File: src/rtl/ldst_pkg.sv
package ldst_pkg;
  typedef enum logic [1:0] {
    SZ_BYTE = 2'b00,
    SZ_HALF = 2'b01,
    SZ_WORD = 2'b10,
    SZ_RSVD = 2'b11
  } acc_size_e;
endpackage

File: src/rtl/ldst_addr_gen.sv
module ldst_addr_gen
  import ldst_pkg::*;
#(
  parameter int XLEN  = 32,
  parameter int OFF_W = 16
) (
  input  logic [XLEN-1:0]  base,
  input  logic [OFF_W-1:0] offset,
  input  acc_size_e        size,
  output logic [XLEN-1:0]  ea,
  output logic             misalign
);
  localparam int NB = XLEN / 8;
  localparam int LW = $clog2(NB);

  // carry out of the top bit is dropped by the width of ea
  assign ea = base + {{(XLEN-OFF_W){offset[OFF_W-1]}}, offset};

  always_comb begin
    unique case (size)
      SZ_BYTE: misalign = 1'b0;
      SZ_HALF: misalign = ea[0];
      SZ_WORD: misalign = |ea[LW-1:0];
      default: misalign = 1'b1;
    endcase
  end
endmodule

File: src/rtl/ldst_store_lane.sv
module ldst_store_lane
  import ldst_pkg::*;
#(
  parameter int XLEN = 32
) (
  input  logic                  active,
  input  acc_size_e             size,
  input  logic [$clog2(XLEN/8)-1:0] lane,
  input  logic [XLEN-1:0]       src,
  output logic [XLEN/8-1:0]     we,
  output logic [XLEN-1:0]       wdata
);
  localparam int NB = XLEN / 8;
  localparam int LW = $clog2(NB);

  for (genvar i = 0; i < NB; i++) begin : g_lane
    // lane i carries byte offset NB-1-i (big-endian)
    localparam logic [LW-1:0] BYTE_OFS = LW'(NB - 1 - i);
    localparam logic [LW-1:0] HALF_OFS = LW'((NB - 1 - i) & ~1);

    always_comb begin
      unique case (size)
        SZ_BYTE: begin
          wdata[8*i +: 8] = src[7:0];
          we[i]           = active && (lane == BYTE_OFS);
        end
        SZ_HALF: begin
          wdata[8*i +: 8] = src[8*(i%2) +: 8];
          we[i]           = active && ({lane[LW-1:1], 1'b0} == HALF_OFS);
        end
        SZ_WORD: begin
          wdata[8*i +: 8] = src[8*i +: 8];
          we[i]           = active;
        end
        default: begin
          wdata[8*i +: 8] = src[8*i +: 8];
          we[i]           = 1'b0;
        end
      endcase
    end
  end
endmodule

File: src/rtl/ldst_load_fmt.sv
module ldst_load_fmt
  import ldst_pkg::*;
#(
  parameter int XLEN = 32
) (
  input  acc_size_e                 size,
  input  logic                      sgn,
  input  logic [$clog2(XLEN/8)-1:0] lane,
  input  logic                      kill,
  input  logic [XLEN-1:0]           word,
  output logic [XLEN-1:0]           data
);
  localparam int NB = XLEN / 8;
  localparam int LW = $clog2(NB);

  logic [LW-1:0]   byte_shift_idx;
  logic [LW-1:0]   half_shift_idx;
  logic [XLEN-1:0] byte_aligned;
  logic [XLEN-1:0] half_aligned;
  logic [7:0]      sel_byte;
  logic [15:0]     sel_half;

  assign byte_shift_idx = LW'(NB - 1) - lane;
  assign half_shift_idx = LW'(NB - 2) - {lane[LW-1:1], 1'b0};
  assign byte_aligned   = word >> (8 * byte_shift_idx);
  assign half_aligned   = word >> (8 * half_shift_idx);
  assign sel_byte       = byte_aligned[7:0];
  assign sel_half       = half_aligned[15:0];

  always_comb begin
    if (kill) begin
      data = '0;
    end else begin
      unique case (size)
        SZ_BYTE: data = {{(XLEN-8){sgn & sel_byte[7]}}, sel_byte};
        SZ_HALF: data = {{(XLEN-16){sgn & sel_half[15]}}, sel_half};
        default: data = word;
      endcase
    end
  end
endmodule

File: src/rtl/ldst_lane_unit.sv
module ldst_lane_unit
  import ldst_pkg::*;
#(
  parameter int XLEN  = 32,
  parameter int OFF_W = 16
) (
  input  logic              clk,
  input  logic              rst_n,
  input  logic              req_valid,
  output logic              req_ready,
  input  logic              req_store,
  input  logic [1:0]        req_size,
  input  logic              req_signed,
  input  logic [XLEN-1:0]   req_base,
  input  logic [OFF_W-1:0]  req_offset,
  input  logic [XLEN-1:0]   req_wsrc,
  input  logic              mem_gnt,
  output logic              mem_en,
  output logic [XLEN/8-1:0] mem_we,
  output logic [XLEN-1:0]   mem_addr,
  output logic [XLEN-1:0]   mem_wdata,
  input  logic [XLEN-1:0]   mem_rdata,
  output logic              rsp_valid,
  output logic [XLEN-1:0]   rsp_data,
  output logic              rsp_err
);
  localparam int NB = XLEN / 8;
  localparam int LW = $clog2(NB);

  acc_size_e       cur_size;
  logic [XLEN-1:0] ea;
  logic            misalign;
  logic            accept;

  acc_size_e       pend_size;
  logic            pend_sgn;
  logic [LW-1:0]   pend_lane;
  logic            pend_load;
  logic            pend_err;

  assign cur_size  = acc_size_e'(req_size);
  assign req_ready = mem_gnt;
  assign accept    = req_valid && req_ready;

  ldst_addr_gen #(.XLEN(XLEN), .OFF_W(OFF_W)) u_addr (
    .base     (req_base),
    .offset   (req_offset),
    .size     (cur_size),
    .ea       (ea),
    .misalign (misalign)
  );

  ldst_store_lane #(.XLEN(XLEN)) u_store (
    .active (accept && req_store && !misalign),
    .size   (cur_size),
    .lane   (ea[LW-1:0]),
    .src    (req_wsrc),
    .we     (mem_we),
    .wdata  (mem_wdata)
  );

  assign mem_en   = accept && !misalign;
  assign mem_addr = {ea[XLEN-1:LW], {LW{1'b0}}};

  always_ff @(posedge clk or negedge rst_n) begin
    if (!rst_n) begin
      pend_load <= 1'b0;
      pend_err  <= 1'b0;
      pend_size <= SZ_WORD;
      pend_sgn  <= 1'b0;
      pend_lane <= '0;
    end else begin
      pend_load <= accept && !req_store;
      pend_err  <= accept && misalign;
      if (accept) begin
        pend_size <= cur_size;
        pend_sgn  <= req_signed;
        pend_lane <= ea[LW-1:0];
      end
    end
  end

  ldst_load_fmt #(.XLEN(XLEN)) u_fmt (
    .size (pend_size),
    .sgn  (pend_sgn),
    .lane (pend_lane),
    .kill (pend_err),
    .word (mem_rdata),
    .data (rsp_data)
  );

  assign rsp_valid = pend_load;
  assign rsp_err   = pend_err;

  // write lanes only for an accepted store
  assert_we_needs_store_R10: assert property (@(posedge clk) disable iff (!rst_n)
    (|mem_we) |-> (req_valid && req_ready && req_store));
  // enables never coexist with the misalignment detector
  assert_no_we_misalign_R2: assert property (@(posedge clk) disable iff (!rst_n)
    (|mem_we) |-> !misalign);
  // error pulse traces back to an accepted request
  assert_err_after_accept_R2: assert property (@(posedge clk) disable iff (!rst_n)
    rsp_err |-> $past(req_valid && req_ready));
  // response one cycle after an accepted load
  assert_rsp_follows_load_R6: assert property (@(posedge clk) disable iff (!rst_n)
    rsp_valid |-> $past(req_valid && req_ready && !req_store));
  assert_byte_we_single_R5: assert property (@(posedge clk) disable iff (!rst_n)
    ((|mem_we) && cur_size == SZ_BYTE) |-> ($countones(mem_we) == 1));
  assert_half_we_pair_R4: assert property (@(posedge clk) disable iff (!rst_n)
    ((|mem_we) && cur_size == SZ_HALF) |-> ($countones(mem_we) == 2));
  assert_word_we_all_R3: assert property (@(posedge clk) disable iff (!rst_n)
    ((|mem_we) && cur_size == SZ_WORD) |-> (&mem_we));
  assert_byte_zero_ext_R7: assert property (@(posedge clk) disable iff (!rst_n)
    (rsp_valid && !rsp_err && pend_size == SZ_BYTE && !pend_sgn) |-> (rsp_data[XLEN-1:8] == '0));
  assert_misload_zero_R12: assert property (@(posedge clk) disable iff (!rst_n)
    (rsp_valid && rsp_err) |-> (rsp_data == '0));
endmodule

File: config.mk
export PLATFORM = sky130hd
export DESIGN_NAME = ldst_lane_unit
export DESIGN_NICKNAME = d
export VERILOG_FILES = /design/src/rtl/ldst_pkg.sv /design/src/rtl/ldst_addr_gen.sv /design/src/rtl/ldst_store_lane.sv /design/src/rtl/ldst_load_fmt.sv /design/src/rtl/ldst_lane_unit.sv
export SDC_FILE = /design/constraint.sdc
export NUM_CORES = 1
export LEC_CHECK = 0
export BUFFER_PORTS_ARGS = -buffer_cell sky130_fd_sc_hd__buf_2
export CAP_MARGIN = 20
export CORE_AREA = 2 2 88 90
export CTS_CLUSTER_DIAMETER = 120
export DETAILED_ROUTE_END_ITERATION = 16
export DIE_AREA = 0 0 90 92
export PLACE_DENSITY_LB_ADDON = 0.3
export REMOVE_ABC_BUFFERS = 1
export SKIP_CTS_REPAIR_TIMING = 1
export SYNTH_ARGS = -nofsm -noshare
export SYNTH_HDL_FRONTEND = slang
export SYNTH_HIERARCHICAL = 1
export SYNTH_SLANG_ARGS = --single-unit
export TNS_END_PERCENT = 50
File: constraint.sdc
create_clock -name clk -period 3.9 [get_ports clk]
set_input_delay 0.585 -clock clk [delete_from_list [all_inputs] [get_ports clk]]
set_output_delay 0.585 -clock clk [all_outputs]
set_load 0.005 [all_outputs]
==> impl_metrics.csv, run 1 <==
group,metric,value,unit
status,outcome,"finished clean",
critical_path,r2r_setup_slack,2.80,ns
timing,relSlewSlack,50.11,%
floorplanning,ios,224,
power_and_ir_drop,p_switching,502.5,uW
cts,cts_made_buffers,3,
floorplanning,initial_core_util,45.35,%
critical_path,crit_required,3.31,ns
logic_synthesis,synth_area_per_cell,7.521,sq um
floorplanning,die_x,90,um
timing,final_hold_viol_count,0,
critical_path,critPathCaptureType,"primary output",
logic_synthesis,yosys_warnings,6,
critical_path,reg2regPathDepth,1,
placement,io_buffers,221,
timing,finalSetupTns,0,ns
cts,cts-root-buf,"clkbuf_8",
global_route,grt_pass1_vias,3857,
logic_synthesis,synth_cells,449,
logic_synthesis,seq_area_frac_synth,5.224,%
placement,post_dp_cell_area,0.004387,sq mm
critical_path,crit_type,"in -> out",
floorplanning,design.die.area,0.008280,sq mm
floorplanning,rows,32,
cts,clk_pin_slew_worst_paths,0.04,ns
min_path,holdCritPathClass,"in -> async",
cts,clkLatencyLatePin,0.22,ns
placement,place.gp.congestion,0.9730,
timing,setup_violations,0,
timing,finalWorstSetupSlack,0.2305,ns
power_and_ir_drop,internal_power,563.9,uW
global_route,antenna_found_initial,0,
timing,drv_slew,0,
power_and_ir_drop,combPwrFrac,79.0,%
placement,dp.final_hpwl,9.779,mm
flow_run,drv_cap,0,
power_and_ir_drop,clockPowerShare,9.5,%
logic_synthesis,ys.flop_type,"dfrtp_1",
placement,dp_slack,0.3001,ns
timing,fin_crit,3.669,ns
route,routed_wl,11.75,mm
power_and_ir_drop,swShare,47.12,%
timing,rsz0062_at_grt,"no",
finish,final_common_cell,"buf_2",
global_route,grt_max_degree,32,
global_route,track_usage,26.88,%
timing,fin_crit_sh,94.09,%
finish,final_cell_mix,"buf_2 (221), nand2_1 (45), a21oi_1 (38)",
route,drt-vias-per-instance,5.637,
cts,htreeDepth,1,
timing,whs,0.1812,ns
route,drtPass1Iterations,5,
floorplanning,die_h,92,um
route,route.detailed.drc,0,
critical_path,setup.worst_path.end,"mem_addr[31]",
logic_synthesis,syn_area,0.003377,sq mm
cts,cts_tree,"built",
finish,fin_area,0.004432,sq mm
route,antenna_left,0,
logic_synthesis,synth_cell_types,64,
power_and_ir_drop,leakagePower,2.323,nW
timing,clock_skew,0,ns
logic_synthesis,synth-seq-cells,7,
cts,cts_sinks,7,
critical_path,cp-start-kind,"input pin",
critical_path,timing.rr.start,"pend_lane[1]$_DFFE_PN0N_",
route,routedWlPerCell,15.98,um
finish,final_net_count,786,
logic_synthesis,synth_edf_count,0,
floorplanning,core,0.007447,sq mm
cts,clock_path_buffers,2,
critical_path,crit_fanout,17,
timing,fmax,272.5,MHz
finish,area_growth_syn_to_layout,31.23,%
power_and_ir_drop,p_per_area,240.6,mW/mm^2
global_route,grt_overflow,0,
power_and_ir_drop,pwr-share-seq,11.5,%
critical_path,crit_path_start,"req_offset[15]",
global_route,grt_pass1_wl,18.77,mm
finish,antenna_cells,0,
critical_path,r2r_end,"pend_lane[1]$_DFFE_PN0N_",
timing,worst_slew_pin_slew,0.7483,ns
route,drt_iter0_markers,193,
critical_path,crit_arrival,3.08,ns
logic_synthesis,synthArstFlopShare,100.0,%
route,num_vias,4143,
finish,drive_above_1_share,42.65,%
power_and_ir_drop,ir_drop,103.5,uV
[through the flow]
step / total power [mW] / instances / utilization (%)
6_report: 1.066 / 735 / 59.51
5_1_grt: 1.158 / 735 / 59.51
3_5_place_dp: 0.9541 / 731 / 58.90
2_1_floorplan: 0.6113 / 407 / -
4_1_cts: 1.063 / 735 / 59.51
3_3_place_gp: 0.9435 / 731 / 58.90
[state kept, by name, summed over array words and instances (netlist names)]
register   cells
pend_lane      2
pend_sgn       1
pend_size      2
rsp_err        1
rsp_valid      1
[critical path: stages]
cell	delay (ns)
buf_2	0.33
ha_1	0.41
a21oi_1	0.19
o21bai_1	0.09
a21oi_1	0.19
nor2_1	0.07
a2111oi_0	0.55
o21ai_0	0.16
or3_1	0.37
buf_2	0.13
[power by group through the flow]
stage / sequential (mW) / clock [mW] / combinational [mW]
2_1_floorplan: 0.111 / 0 / 0.501
3_3_place_gp: 0.121 / 0 / 0.822
3_5_place_dp: 0.122 / 0 / 0.832
4_1_cts: 0.121 / 0.104 / 0.838
5_1_grt: 0.127 / 0.110 / 0.922
6_report: 0.123 / 0.101 / 0.842
[how the worst min path moves through the flow]
stage | to | slack (ns) | depth (start not counted) | start
after floorplan | pend_lane[0]$_DFFE_PN0N_ | 0.29 | 0 | rst_n
after global placement | rsp_valid$_DFF_PN0_ | 0.42 | 1 | rst_n
after detailed placement | rsp_valid$_DFF_PN0_ | 0.42 | 1 | rst_n
after CTS | rsp_valid$_DFF_PN0_ | 0.18 | 1 | rst_n
after global routing | rsp_valid$_DFF_PN0_ | 0.19 | 1 | rst_n
final | rsp_err$_DFF_PN0_ | 0.18 | 1 | rst_n
[synth_stat cells (all sizes together), types with 10 or more instances]
library cell	count	share of area (%)
o211ai	19	4.2
a21o	20	4.4
mux2	26	9.2
clkbuf	17	1.9
o21ai	28	4.3
ha	31	11
xor2	15	3.9
nor2	20	2.4
nand3	11	1.6
mux2i	10	3.0
a311oi	10	3.1
and3	10	1.9
buf	26	5.1
nand2	46	5.3
a21oi	38	5.6
xnor2	13	3.4
[cell type report]
cell class,count,area [sq um]
Clock buffer,4,45.04
Fill cell,723,3015
Inverter,9,33.78
Multi-Input combinational cell,391,2935
Sequential cell,7,176.4
Tap cell,102,127.6
Timing Repair Buffer,222,1114
[cells by family after synthesis]
group                    share of synthesized area [%]
buffers and inverters                            7.966
flip-flops                                       5.224
multiplexers                                     14.86
AO/OA/AOI/OAI                                    33.68
XOR/XNOR                                         7.262
other                                           0.1110
adder cells (fa/ha/maj)                          12.08
AND/OR/NAND/NOR                                  18.82
[routing by layer]
metal  track usage [%]  wire length (um)
met1             35.36              5222
met2             47.68              5698
met3             3.615               706
met4             4.359               118
met5                 0                 0
(Power assumes the default switching activity.)
==> run 2, diff against run 1 <==
- ABC_AREA: unset -> 1
- CORE_AREA: 2 2 88 90 -> 2 2 105 87
- DIE_AREA: 0 0 90 92 -> 0 0 107 89
==> run 2 against run 1 <==
Net effect: setup slack gained 0.70 ns; critical endpoint is now mem_we[3]; clock power is essentially flat; design area grew 17%; non-clock buffer count is the same.
==> impl_metrics.csv, run 2 <==
group,metric,value,unit
logic_synthesis,synthMuxAreaShare,0,%
finish,largestRegisters,"pend_lane (2), pend_size (2)",
logic_synthesis,yosys.area_share.simple,60.01,%
critical_path,crit_required,3.31,ns
min_path,holdCritPathClass,"in -> async",
critical_path,timing.rr.start,"pend_size[1]$_DFFE_PN1N_",
logic_synthesis,synth_commonest_cells,"nand2_1 (395), inv_1 (131), nor2_1 (70)",
finish,final_common_cell,"nand2_1",
route,drtPass1Iterations,5,
critical_path,critPathCaptureType,"primary output",
cts,clock_path_buffers,2,
route,routedWlPerCell,11.31,um
critical_path,crit_type,"in -> out",
finish,antenna_cells,0,
logic_synthesis,synth_cell_types,33,
placement,dp_slack,0.9512,ns
power_and_ir_drop,ir_drop,102.1,uV
placement,io_buffers,221,
logic_synthesis,syn_area,0.004051,sq mm
timing,fin_crit_sh,76.15,%
timing,whs,0.1781,ns
logic_synthesis,synthArstFlopShare,100.0,%
floorplanning,rows,30,
timing,finalSetupTns,0,ns
logic_synthesis,yosys.cell_count.top_type,"nand2_1",
route,route.detailed.drc,0,
floorplanning,design.die.area,0.009523,sq mm
route,drt-vias-per-instance,4.729,
floorplanning,ios,224,
critical_path,cp-start-kind,"input pin",
timing,final_hold_viol_count,0,
timing,relSlewSlack,56.94,%
logic_synthesis,synth_compound_area_share,4.725,%
finish,final_cell_mix,"nand2_1 (395), buf_2 (221), inv_1 (131)",
timing,clock_skew,0,ns
finish,fin_util,61.81,%
power_and_ir_drop,p_per_area,205.5,mW/mm^2
timing,rsz0062_at_grt,"no",
finish,area_growth_syn_to_layout,27.70,%
placement,dp.final_hpwl,11.13,mm
cts,cts-root-buf,"clkbuf_8",
global_route,grt_overflow,0,
logic_synthesis,synthTopCellsByArea,"nand2_1 (37%), inv_1 (12%), ha_1 (9.6%)",
timing,worst_slew_pin_slew,0.6460,ns
timing,drv_slew,0,
logic_synthesis,synth-seq-cells,7,
cts,cts_made_buffers,3,
global_route,grt_pass1_vias,4540,
cts,cts_sinks,7,
logic_synthesis,yosys_warnings,6,
logic_synthesis,synth_edf_count,0,
floorplanning,die_x,107,um
placement,place.detailed.instances,1138,
logic_synthesis,synth_cells,827,
finish,final_net_count,1183,
timing,finalWorstSetupSlack,0.9301,ns
timing,fin_crit,2.970,ns
route,routed_wl,12.92,mm
floorplanning,initial_core_util,48.40,%
cts,cts_tree,"built",
critical_path,crit_path_start,"req_offset[0]",
global_route,antenna_found_initial,0,
logic_synthesis,synth-xor-area-share,3.459,%
flow_run,drv_cap,0,
critical_path,crit_arrival,2.38,ns
critical_path,crit_fanout,4,
logic_synthesis,synthAdderAreaFrac,10.07,%
logic_synthesis,synth_area_per_cell,4.899,sq um
finish,finalNonFillerCells,1142,
route,antenna_left,0,
logic_synthesis,synth_top_family_by_area,"simple AND/OR/NAND/NOR gates",
cts,clkLatencyLatePin,0.22,ns
cts,clk_pin_slew_worst_paths,0.04,ns
status,outcome,"finished clean",
route,num_vias,5401,
cts,htreeDepth,1,
logic_synthesis,synth_top_cell_by_area,"nand2_1",
global_route,grt_max_degree,32,
global_route,track_usage,26.14,%
finish,drive_above_1_share,26.80,%
logic_synthesis,seq_area_frac_synth,4.355,%
global_route,grt_pass1_wl,20.51,mm
route,drt_iter0_markers,314,
floorplanning,die_h,89,um
timing,fmax,336.7,MHz
logic_synthesis,ys.flop_type,"dfrtp_1",
timing,setup_violations,0,
placement,place.gp.congestion,0.9424,
power_and_ir_drop,leakagePower,3.649,nW
floorplanning,core,0.008371,sq mm
logic_synthesis,synth_top_area_share,36.60,%
## run 2: final cells by class
cell class	instances	area, sq um
sequential	7	176.4
fill	944	3197
multi-input combinational	659	3178
timing repair buffer	222	1114
inverter	138	520.5
tap	112	140.1
clock buffer	4	45.04
## run 2: stage by stage
stage	total power [mW]	area, sq um
after global routing	1.189	5174
after global placement	0.9528	5129
after floorplan	0.6109	3875
after detailed placement	0.9597	5129
final	1.063	5174
after CTS	1.065	5174
## run 2: path summary, 6_finish.rpt
kind	to	slack [ns]	cells after the start
min in group clk	pend_lane[0]$_DFFE_PN0N_	0.47	2
hold reg to reg	pend_lane[0]$_DFFE_PN0N_	0.47	2
setup / recovery	mem_we[3]	0.93	11
max in group asynchronous	pend_size[1]$_DFFE_PN1N_	3.50	1
setup reg to reg	pend_size[1]$_DFFE_PN1N_	2.89	2
hold / removal	pend_sgn$_DFFE_PN0N_	0.18	1
## run 2: critical path, cell delays in order
cell and delay (ns):
buf_2 0.10, ha_1 0.23, fa_1 0.50, o21ai_0 0.17, nand2_1 0.10, nor2_1 0.20
inv_1 0.06, nor2_1 0.16, nand2_1 0.10, nand3_1 0.09, buf_2 0.11
## run 2: kinds of logic (layout without fill, tap and decap cells)
logic type	after synthesis	count (layout)
buf+inv	162	364
fa+ha+maj	32	32
simple gates	573	573
compound gates	36	36
xor+xnor	16	16
flops	7	7
other cells	1	2
## run 2: routing by layer
| layer | global-route usage (%) | vias up | part of all wire (%) |
|---|---|---|---|
| met5 | 0 | - | 0 |
| met4 | 3.424 | 0 | 0.52 |
| met3 | 1.603 | 8 | 7.6 |
| met2 | 46.55 | 203 | 45 |
| met1 | 36.02 | 2302 | 47 |
| li1 | - | 2888 | - |
## run 2: report_power, final
| part | total [mW] | switching, mW | leakage (nW) | internal [mW] |
|---|---|---|---|---|
| registers | 0.0974 | 0.0147 | 0.0868 | 0.0827 |
| clock network | 0.0995 | 0.0290 | 0.0228 | 0.0705 |
| logic | 0.866 | 0.518 | 3.54 | 0.348 |
| total | 1.06 | 0.562 | 3.65 | 0.501 |
==> run 3, diff against run 2 <==
- CORE_AREA: 2 2 105 87 -> 2 2 107 89
- DIE_AREA: 0 0 107 89 -> 0 0 109 91
- clock period: 3.9 -> 2.93 ns (I/O delays scaled with it)
==> run 3 against run 2 <==
Net effect: design area rose by 0.41%; utilization fell by 2.8 points; non-clock buffer count rose by 2; first-iteration DRC count fell by 11%; total power rose by 33%; highest routed layer unchanged; die area rose by 4.2%; global-route usage fell by 0.70 points; count of clock-buffer cells in the layout did not move; register-to-register slack got worse by 0.93 ns; largest power group unchanged; clock power rose by 34%.
==> impl_metrics.csv, run 3 (same netlist as run 2, synthesis figures left out) <==
group,metric,value,unit
timing,relSlewSlack,56.66,%
route,num_vias,5386,
cts,cts-root-buf,"clkbuf_8",
placement,post_dp_cell_area,0.005147,sq mm
critical_path,r2r_setup_slack,1.96,ns
finish,final_common_cell,"nand2_1",
critical_path,setup.worst_path.end,"mem_we[3]",
critical_path,crit_type,"in -> out",
timing,final_hold_viol_count,0,
route,antenna_left,0,
power_and_ir_drop,finalPower,1.414,mW
finish,area_growth_syn_to_layout,28.23,%
timing,drv_slew,0,
critical_path,crit_fanout,4,
finish,fin_area,0.005195,sq mm
global_route,track_usage,25.44,%
timing,clock_skew,0,ns
placement,dp.final_hpwl,11.19,mm
cts,cts_made_buffers,3,
cts,htreeDepth,1,
power_and_ir_drop,swShare,52.64,%
timing,finalSetupTns,0,ns
timing,fin_crit_sh,91.98,%
global_route,grt_max_degree,21,
floorplanning,ios,224,
route,drt-vias-per-instance,4.692,
floorplanning,design.die.area,0.009919,sq mm
timing,rsz0062_at_grt,"no",
finish,final_cell_mix,"nand2_1 (395), buf_2 (221), inv_1 (131)",
finish,drive_above_1_share,26.94,%
timing,fin_crit,2.695,ns
timing,setup_violations,0,
finish,largestRegisters,"pend_lane (2), pend_size (2)",
timing,worst_slew_pin_slew,0.6500,ns
critical_path,crit_path_max_incr_delay,0.51,ns
global_route,antenna_found_initial,1,
flow_run,drv_cap,0,
global_route,grt_overflow,0,
critical_path,timing.rr.start,"pend_size[1]$_DFFE_PN1N_",
route,routedWlPerCell,11.12,um
critical_path,crit_chain,"buf_2, ha_1, fa_1, o21ai_0, nand2_1, nor2_1, inv_1, nor2_1, nand2_1, nand3_1, buf_2",
power_and_ir_drop,ir_drop,118.2,uV
critical_path,cp-start-kind,"input pin",
global_route,grt_pass1_wl,21.22,mm
status,outcome,"finished clean",
route,route.detailed.drc,0,
critical_path,reg2regPathDepth,3,
cts,clock_path_buffers,2,
finish,final_net_count,1185,
power_and_ir_drop,p_switching,744.3,uW
floorplanning,rows,31,
critical_path,crit_path_start,"req_offset[0]",
critical_path,r2r_end,"pend_size[1]$_DFFE_PN1N_",
floorplanning,die_h,91,um
power_and_ir_drop,clockPowerShare,9.4,%
placement,place.gp.congestion,0.9353,
cts,cts_sinks,7,
power_and_ir_drop,pwr-share-seq,8.9,%
critical_path,crit_required,2.49,ns
global_route,grt_pass1_vias,4873,
cts,clkLatencyLatePin,0.22,ns
power_and_ir_drop,p_per_area,272.1,mW/mm^2
floorplanning,initial_core_util,46.01,%
floorplanning,core,0.008805,sq mm
cts,cts_tree,"built",
route,routed_wl,12.77,mm
cts,clk_pin_slew_worst_paths,0.04,ns
min_path,holdCritPathClass,"in -> async",
critical_path,cpMaxStageDelayCell,"fa_1",
power_and_ir_drop,leakagePower,3.659,nW
power_and_ir_drop,combPwrFrac,81.8,%
timing,fmax,371.1,MHz
route,drtPass1Iterations,5,
power_and_ir_drop,internal_power,669.5,uW
floorplanning,die_x,109,um
placement,io_buffers,221,
critical_path,critPathCaptureType,"primary output",
critical_path,crit_arrival,2.26,ns
route,drt_iter0_markers,280,
## run 3: cell types whose count changed in the layout (fill, tap and decap cells not counted), sizes merged
cell	delta
diode	+1
buf	+2
## run 3: worst min-delay path by stage
stage	slack (ns)	from	end	depth (start not counted)
CTS	0.04	rst_n	rsp_valid$_DFF_PN0_	1
global route	0.05	rst_n	pend_sgn$_DFFE_PN0N_	1
finish	0.04	rst_n	rsp_valid$_DFF_PN0_	1
floorplan	0.14	rst_n	pend_lane[0]$_DFFE_PN0N_	0
detailed placement	0.28	rst_n	rsp_valid$_DFF_PN0_	1
global placement	0.27	rst_n	rsp_valid$_DFF_PN0_	1
## run 3: power by group through the flow
stage	Clock [mW]	Combinational [mW]	Sequential, mW
finish	0.133	1.16	0.125
global route	0.142	1.33	0.127
CTS	0.134	1.16	0.125
detailed placement	0	1.15	0.126
global placement	0	1.14	0.126
floorplan	0	0.679	0.134
## run 3: routing by layer
metal  track usage [%]  wire length (um)
met1             34.94              5903
met4             3.739               123
met2             44.36              5769
met3             1.292               972
met5                 0                 0
## run 3: worst max-delay path: cells and delay by family
family,cells,cell delay [ns]
AOI/OAI and AO/OA,1,0.18
adders and majority gates,2,0.74
and+or+nand+nor,5,0.62
buffers and inverters,3,0.27
## run 3: stage by stage
stage	std cells	hold slack (ns)	setup slack, ns	util (%)
floorplan	804	0.1439	0.5987	-
global placement	1143	0.2730	0.3029	58.46
detailed placement	1143	0.2759	0.2386	58.46
CTS	1147	0.04042	0.2387	58.97
global route	1148	0.04855	0.01725	59.00
finish	1148	0.03763	0.2350	59.00
## run 3: final cells by class
| cell class | instances | area [sq um] |
|---|---|---|
| antenna | 1 | 2.502 |
| clock buffer | 4 | 45.04 |
| fill | 984 | 3610 |
| inverter | 138 | 520.5 |
| multi-input combinational | 659 | 3178 |
| sequential | 7 | 176.4 |
| tap | 115 | 143.9 |
| timing repair buffer | 224 | 1129 |
